--- src/rtl/uart_iid_pkg.sv ---
package uart_iid_pkg;
  localparam int NSRC   = 3;
  localparam int SRC_LS = 0;
  localparam int SRC_RX = 1;
  localparam int SRC_TX = 2;

  typedef logic [2:0] id_code_t;

  function automatic id_code_t code_of(int idx);
    case (idx)
      SRC_LS:  return 3'b011;
      SRC_RX:  return 3'b010;
      SRC_TX:  return 3'b001;
      default: return 3'b000;
    endcase
  endfunction
endpackage

--- src/rtl/uart_iid_flag.sv ---
module uart_iid_flag (
  input  logic clk,
  input  logic rst_n,
  input  logic set_i,
  input  logic clr_i,
  output logic pend_o,
  output logic pend_nxt_o
);
  logic pend_q;

  always_comb begin
    pend_nxt_o = set_i | (pend_q & ~clr_i);
  end

  always_ff @(posedge clk or negedge rst_n) begin
    if (!rst_n) pend_q <= 1'b0;
    else        pend_q <= pend_nxt_o;
  end

  assign pend_o = pend_q;

  // a set in the same cycle as a clear is kept
  p_set_wins_r7: assert property (@(posedge clk) disable iff (!rst_n)
    set_i |=> pend_o);
endmodule

--- src/rtl/uart_iid_prio.sv ---
module uart_iid_prio #(
  parameter int N = 3
) (
  input  logic [N-1:0] req_i,
  output logic [N-1:0] gnt_o,
  output logic         any_o
);
  logic [N:0] seen;
  assign seen[0] = 1'b0;

  for (genvar i = 0; i < N; i++) begin : g_chain
    assign gnt_o[i]    = req_i[i] & ~seen[i];
    assign seen[i + 1] = seen[i] | req_i[i];
  end

  assign any_o = seen[N];

  always_comb begin
    p_grant_onehot_r1: assert ($onehot0(gnt_o));
  end
endmodule

--- src/rtl/uart_int_ident.sv ---
module uart_int_ident
  import uart_iid_pkg::*;
#(
  parameter int              ADDR_W   = 3,
  parameter logic [ADDR_W-1:0] IID_ADDR = 3'd2,
  parameter logic [ADDR_W-1:0] LSR_ADDR = 3'd5
) (
  input  logic              clk,
  input  logic              rst_n,
  input  logic              fifo_en_i,
  input  logic [NSRC-1:0]   src_en_i,
  input  logic              ls_err_set_i,
  input  logic              rx_at_trig_i,
  input  logic              tx_empty_set_i,
  input  logic              rd_stb_i,
  input  logic [ADDR_W-1:0] rd_addr_i,
  output logic [7:0]        iid_o,
  output logic              irq_o
);
  logic            iid_rd, lsr_rd;
  logic [NSRC-1:0] set_v, clr_v, pend, pend_nxt, active, gnt;
  logic            any_act;
  id_code_t        code;
  logic            irq_q, irq_d;

  assign iid_rd = rd_stb_i & (rd_addr_i == IID_ADDR);
  assign lsr_rd = rd_stb_i & (rd_addr_i == LSR_ADDR);

  always_comb begin
    set_v         = '0;
    clr_v         = '0;
    set_v[SRC_LS] = ls_err_set_i;
    clr_v[SRC_LS] = lsr_rd;
    set_v[SRC_RX] = rx_at_trig_i;
    clr_v[SRC_RX] = ~rx_at_trig_i;
    set_v[SRC_TX] = tx_empty_set_i;
    clr_v[SRC_TX] = iid_rd & gnt[SRC_TX];
  end

  for (genvar i = 0; i < NSRC; i++) begin : g_src
    uart_iid_flag u_flag (
      .clk       (clk),
      .rst_n     (rst_n),
      .set_i     (set_v[i]),
      .clr_i     (clr_v[i]),
      .pend_o    (pend[i]),
      .pend_nxt_o(pend_nxt[i])
    );
  end

  assign active = pend & src_en_i;

  uart_iid_prio #(.N(NSRC)) u_prio (
    .req_i(active),
    .gnt_o(gnt),
    .any_o(any_act)
  );

  always_comb begin
    code = '0;
    for (int i = 0; i < NSRC; i++) begin
      if (gnt[i]) code = code | code_of(i);
    end
  end

  assign iid_o = {{2{fifo_en_i}}, 2'b00, code, ~any_act};

  assign irq_d = |(pend_nxt & src_en_i);

  always_ff @(posedge clk or negedge rst_n) begin
    if (!rst_n) irq_q <= 1'b0;
    else        irq_q <= irq_d;
  end

  assign irq_o = irq_q;

  // with stable enables the request agrees with the identification value
  p_irq_tracks_id_r8: assert property (@(posedge clk) disable iff (!rst_n)
    $stable(src_en_i) |-> (irq_o == !iid_o[0]));

  // a read that returned another source leaves transmit empty pending
  p_tx_survives_r6: assert property (@(posedge clk) disable iff (!rst_n)
    (iid_rd && pend[SRC_TX] && !gnt[SRC_TX]) |=> pend[SRC_TX]);

  // a line-status read with no new event clears the source
  p_ls_clear_r4: assert property (@(posedge clk) disable iff (!rst_n)
    (lsr_rd && !ls_err_set_i) |=> !pend[SRC_LS]);

  // the receive source follows the trigger level one cycle later
  p_rx_follow_r5: assert property (@(posedge clk) disable iff (!rst_n)
    1'b1 |=> (pend[SRC_RX] == $past(rx_at_trig_i)));
endmodule

--- config.mk ---
export PLATFORM = sky130hd
export DESIGN_NAME = uart_int_ident
export DESIGN_NICKNAME = d
export VERILOG_FILES = /design/src/rtl/uart_iid_pkg.sv /design/src/rtl/uart_iid_flag.sv /design/src/rtl/uart_iid_prio.sv /design/src/rtl/uart_int_ident.sv
export SDC_FILE = /design/constraint.sdc
export NUM_CORES = 1
export LEC_CHECK = 0
export BUFFER_PORTS_ARGS = -buffer_cell sky130_fd_sc_hd__buf_2
export CAP_MARGIN = 0
export CORE_AREA = 2 2 39 41
export CTS_BUF_LIST = sky130_fd_sc_hd__clkbuf_16
export DETAILED_ROUTE_END_ITERATION = 7
export DIE_AREA = 0 0 41 43
export GPL_TIMING_DRIVEN = 0
export PLACE_DENSITY = 0.47
export SLEW_MARGIN = 20
export SYNTH_ARGS = -nofsm -noshare
export SYNTH_HDL_FRONTEND = slang
export SYNTH_SLANG_ARGS = --single-unit
--- constraint.sdc ---
create_clock -name clk -period 1.8 [get_ports clk]
set_input_delay 0.09 -clock clk [delete_from_list [all_inputs] [get_ports clk]]
set_output_delay 0.09 -clock clk [all_outputs]
set_load 0.02 [all_outputs]
==> results.yml, run 1 <==
pwr:
  p_comb_frac: 0.139
  p_sw_mw: 0.09705
  peakVddDrop_mv: 0.4284
  p_clk_frac: 0.672
  total_power_mw: 0.5071
  switching_share: 0.1914
  cellPowerDensity_mw_per_mm2: 1120
  p_leak_nw: 0.2211
  p_int_mw: 0.4100
  seqPwrFrac: 0.189
sta:
  fin_crit_sh: 0.7326
  setup_viol: 0
  max_freq_mhz: 758.3
  setup_tns_ns: 0
  final-max-slew-violation-count: 0
  finalHoldViolCount: 0
  rsz0062_at_grt: "no"
  period_minus_slack_ns: 1.319
  finClkSkew_ns: 0.002210
cts:
  h-tree-depth: 1
  cts_buffer_depth: 2
  clock-sinks: 4
  cts_root_buf: "clkbuf_16"
  cts_buffers: 3
  cts_tree: "built"
  clk_latency_ns: 0.22
  post_cts.repair.setup_buffers: 0
  clk_pin_slew_ns: 0.03
route:
  drc: 0
  antenna_left: 0
  first_pass_iters: 4
  via_per_inst: 4.185
  drt_iter0_drc: 11
  routed_wirelength_um: 653
  wl_per_cell_um: 10.05
  via_count: 272
floorplanning:
  start_util: 0.1844
  dieHeight_um: 43
  num_rows: 14
  die_area_mm2: 0.001763
  core_mm2: 0.001384
  pin_count: 22
  die_w_um: 41
synthesis:
  synth.distinct_cells: 18
  yosysWarnings: 0
  synth_seq_area_share: 0.3922
  syn_inst: 26
  avgSynthCellArea_um2: 9.817
  synth_area_um2: 255.2
  ys_ff_latch: 4
critical_path:
  worst_path_largest_cell_delay_ns: 0.40
  cp-end-kind: "output port"
  r2r_start: "g_src[0].u_flag.pend_o$_DFF_PN0_"
  critPathKind: "reg -> out"
  path_buf_inv: 1
  cp-startpoint: "g_src[0].u_flag.pend_o$_DFF_PN0_"
  crit_fanout: 4
  cp_top_family: "compound AO/OA/AOI/OAI gates"
  critical_path.cell_chain: "a22o_4 > o21ai_1 > buf_2"
  cp_slowest_cell: "dfrtp_1"
  cp-start-kind: "flop"
  cp_data_arrival_time_ns: 1.23
  crit_required_ns: 1.71
layout:
  layout.nets: 64
  drive_gt1_frac: 0.5510
  antennaDiodeCount: 0
  fillers: 150
  final_cells: 65
  layout_commonest_cell: "buf_2"
  multiInputGateArea_um2: 117.6
  seqCellArea_um2: 100.1
  final_cell_mix: "buf_2 (17), buf_4 (5), dfrtp_1 (4)"
  area_delta_synth_final_pct: 77.45
run:
  maxCapViolations: 0
outcome:
  outcome: "finished clean"
global_routing:
  overflow: 0
  grt_max_degree: 5
  grt_pass1_wl_um: 903
  grtUsageTotal: 0.08826
  grt_pass1_vias: 251
  antenna_found_initial: 0
hold_path:
  hold_start: "ls_err_set_i"
  hold_path_class: "in -> reg"
placement:
  gp_congestion: 0.5900
  port_buffers: 17
  dpl.cell_count: 61
-- power groups by stage --
stage | logic (mW) | registers, mW | clock network, mW
global placement | 0.0688 | 0.0970 | 0
CTS | 0.0708 | 0.0961 | 0.349
finish | 0.0705 | 0.0961 | 0.341
floorplan | 0.0399 | 0.0985 | 0
global route | 0.0772 | 0.0966 | 0.353
detailed placement | 0.0689 | 0.0971 | 0
-- routing by layer --
metal  up-vias  track usage  wire length (um)
met1       119      0.06410               217
met2        19       0.1344               308
li1        132            -                 -
met3         2      0.06806               116
met4         0      0.08000                10
met5         -            0                 0
-- what timing repair did --
item / 4_1_cts / 5_1_grt
endpoints found under the hold margin: 4 / 0
gates resized for setup: 0 / 0
endpoints found under the setup margin: 0 / 0
hold buffers: 1 / 0
-- worst paths after layout --
kind	to	slack, ns	depth (start not counted)
hold reg to reg	g_src[0].u_flag.pend_o$_DFF_PN0_	0.55	1
setup reg to reg	g_src[2].u_flag.pend_o$_DFF_PN0_	0.75	3
hold / removal	g_src[0].u_flag.pend_o$_DFF_PN0_	0.07	2
setup / recovery	iid_o[1]	0.48	3
max in group asynchronous	g_src[0].u_flag.pend_o$_DFF_PN0_	1.47	2
min in group asynchronous	g_src[2].u_flag.pend_o$_DFF_PN0_	0.21	2
-- registers in the layout, summed over array words and instances, names as in the netlist --
| name | count |
|---|---|
| g_src.u_flag.pend_o | 3 |
| irq_o | 1 |
-- synthesized netlist by cell type --
cell | n | area [um2]
nand2_1 | 2 | 7.510
o21ai_1 | 1 | 5.000
nand4b_1 | 1 | 8.760
a222oi_1 | 1 | 10.01
a21o_1 | 1 | 7.510
conb_1 | 1 | 3.750
buf_4 | 5 | 37.54
nor2_4 | 1 | 11.26
dfrtp_1 | 4 | 100.1
nand3_1 | 1 | 5.000
inv_1 | 1 | 3.750
a31oi_1 | 1 | 6.260
nor2_1 | 1 | 3.750
nand4bb_1 | 1 | 11.26
clkbuf_1 | 1 | 3.750
a22o_4 | 1 | 17.52
a21oi_1 | 1 | 5.000
o211ai_1 | 1 | 7.510
-- cells by family after synthesis --
group | Yosys count | share of synthesized area
other | 1 | 0.01469
and+or+nand+nor | 7 | 0.1863
AOI/OAI and AO/OA | 7 | 0.2304
DFF | 4 | 0.3922
buffers and inverters | 7 | 0.1765
-- area by class of cell --
type / count / area share
Multi-Input combinational cell: 17 / 0.2597
Inverter: 1 / 0.008287
Buffer: 6 / 0.09116
Timing Repair Buffer: 18 / 0.2099
Sequential cell: 4 / 0.2210
Clock buffer: 3 / 0.1657
Tap cell: 16 / 0.04420
-- through the flow --
| stage | hold slack, ns | setup WS (ns) | instance area [um2] | utilization |
|---|---|---|---|---|
| floorplan | -0.2056 | 0.6536 | 262.8 | - |
| global placement | -0.1036 | 0.7247 | 367.9 | 0.2658 |
| detailed placement | -0.1023 | 0.7191 | 367.9 | 0.2658 |
| CTS | 0.07060 | 0.4811 | 452.9 | 0.3273 |
| global route | 0.08577 | 0.4167 | 452.9 | 0.3273 |
| finish | 0.06846 | 0.4813 | 452.9 | 0.3273 |
Note: power is estimated with default switching activity, not from simulation.
==> run 2, diff against run 1 <==
PLACE_DENSITY = 0.49   (was 0.47)
clock period = 1.1 ns   (was 1.8 ns; I/O delays follow)
==> results.yml, run 2 (synthesis gave the netlist of run 1 again) <==
route:
  wl_per_cell_um: 8.806
  first_pass_iters: 4
  drc: 0
  antenna_left: 0
  routed_wirelength_um: 590
  drt_iter0_drc: 8
  via_count: 273
  via_per_inst: 4.075
critical_path:
  critPathKind: "reg -> out"
  crit_fanout: 4
  r2r_end: "irq_o$_DFF_PN0_"
  worst_path_largest_cell_delay_ns: 0.39
  cp-start-kind: "flop"
  reg2reg_slack_ns: -0.02
  critical_path.cell_chain: "a22o_4 > o21ai_2 > buf_6"
  cp_data_arrival_time_ns: 1.14
  cp_top_family: "flip-flops"
  path_buf_inv: 1
  cp-end-kind: "output port"
  cp_slowest_cell: "dfrtp_1"
  reg2regPathDepth: 4
  crit_required_ns: 1.04
  r2r_start: "g_src[0].u_flag.pend_o$_DFF_PN0_"
sta:
  final-max-slew-violation-count: 0
  finalHoldViolCount: 0
  holdWs_ns: 0.03968
  finClkSkew_ns: 0.0005389
  fin_crit_sh: 1.085
  max_freq_mhz: 837.9
  setup_viol: 4
  setup_tns_ns: -0.1939
  period_minus_slack_ns: 1.193
  rsz0062_at_grt: "yes"
  fin_ws_ns: -0.09339
global_routing:
  grt_pass1_wl_um: 883
  grt_pass1_vias: 253
  grt_max_degree: 5
  overflow: 0
  grtUsageTotal: 0.08241
  antenna_found_initial: 0
cts:
  cts_root_buf: "clkbuf_16"
  clk_latency_ns: 0.22
  clock-sinks: 4
  h-tree-depth: 1
  cts_buffers: 3
  cts_buffer_depth: 2
  cts_tree: "built"
  clk_pin_slew_ns: 0.03
floorplanning:
  die_w_um: 41
  die_area_mm2: 0.001763
  core_mm2: 0.001384
  start_util: 0.1844
  dieHeight_um: 43
  pin_count: 22
  num_rows: 14
pwr:
  cellPowerDensity_mw_per_mm2: 1742
  peakVddDrop_mv: 0.4848
  p_leak_nw: 0.2341
layout:
  layout_commonest_cell: "buf_2"
  area_delta_synth_final_pct: 91.18
  layout.nets: 66
  drive_gt1_frac: 0.6078
  antennaDiodeCount: 0
  postLayoutCellArea_um2: 488.0
  final_cell_mix: "buf_2 (15), buf_4 (7), dfrtp_1 (4)"
  post-route-util: 0.3526
  largest_reg_flops: 3
placement:
  hpwlAfterDp_um: 490.5
  dpl_cell_area_um2: 375.4
  port_buffers: 17
  gp_congestion: 0.5884
hold_path:
  hold_path_class: "in -> reg"
  hold_start: "rx_at_trig_i"
  min_path_cells: 2
  worstHoldEndpoint: "g_src[1].u_flag.pend_o$_DFF_PN0_"
outcome:
  violations: "setup timing"
  outcome: "complete, but fails checks"
run:
  maxCapViolations: 0
[run 2: worst register-to-register path, cell delays in order, from the launching register on]
cell and delay, ns:
dfrtp_1 0.39, a22o_4 0.27, buf_4 0.14, nor2_4 0.08, o211ai_1 0.09
[run 2: routing by layer]
layer | global-route usage | part of all wire
met5 | 0 | 0
met4 | 0.1000 | 0.032
met3 | 0.03141 | 0.12
met2 | 0.1344 | 0.47
met1 | 0.05806 | 0.37
[run 2: worst max path at each step]
| stage | slack, ns | end | startpoint | cells after the start |
|---|---|---|---|---|
| floorplan | 0.08 | irq_o$_DFF_PN0_ | g_src[0].u_flag.pend_o$_DFF_PN0_ | 3 |
| global placement | 0.01 | irq_o$_DFF_PN0_ | g_src[0].u_flag.pend_o$_DFF_PN0_ | 3 |
| detailed placement | 0.05 | irq_o$_DFF_PN0_ | g_src[0].u_flag.pend_o$_DFF_PN0_ | 3 |
| CTS | -0.1 | iid_o[1] | g_src[0].u_flag.pend_o$_DFF_PN0_ | 3 |
| global route | -0.13 | iid_o[1] | g_src[0].u_flag.pend_o$_DFF_PN0_ | 3 |
| finish | -0.09 | iid_o[1] | g_src[0].u_flag.pend_o$_DFF_PN0_ | 3 |
[run 2: stage by stage]
stage	power (mW)	worst slack [ns]	cells
floorplan	0.2299	0.07632	28
global placement	0.2753	0.01147	61
detailed placement	0.2752	0.04518	61
CTS	0.8587	-0.09584	67
global route	0.8858	-0.1340	67
finish	0.8498	-0.09339	67
[run 2: area by class of cell]
type	instances	area, um2
flip-flops and latches	4	100.1
repair buffers	20	122.6
clock buffers	3	75.07
fillers	146	895.9
well taps	16	20.02
inverters	1	3.754
plain buffers	6	41.29
multi-input cells	17	125.1
[run 2: timing repair]
action / CTS / global route
resized for setup: 3 / 1
hold buffers: 1 / 0
setup buffers: 2 / 0
hold endpoints to repair: 4 / 0
setup endpoints to repair: 3 / 5
pin swaps: 3 / 1
[run 2: report_power, final]
| part | switching, mW | leakage [nW] | internal (mW) |
|---|---|---|---|
| sequential | 0.00309 | 0.0391 | 0.154 |
| combinational | 0.0658 | 0.158 | 0.0663 |
| clock | 0.0969 | 0.0370 | 0.464 |
| total | 0.166 | 0.234 | 0.684 |
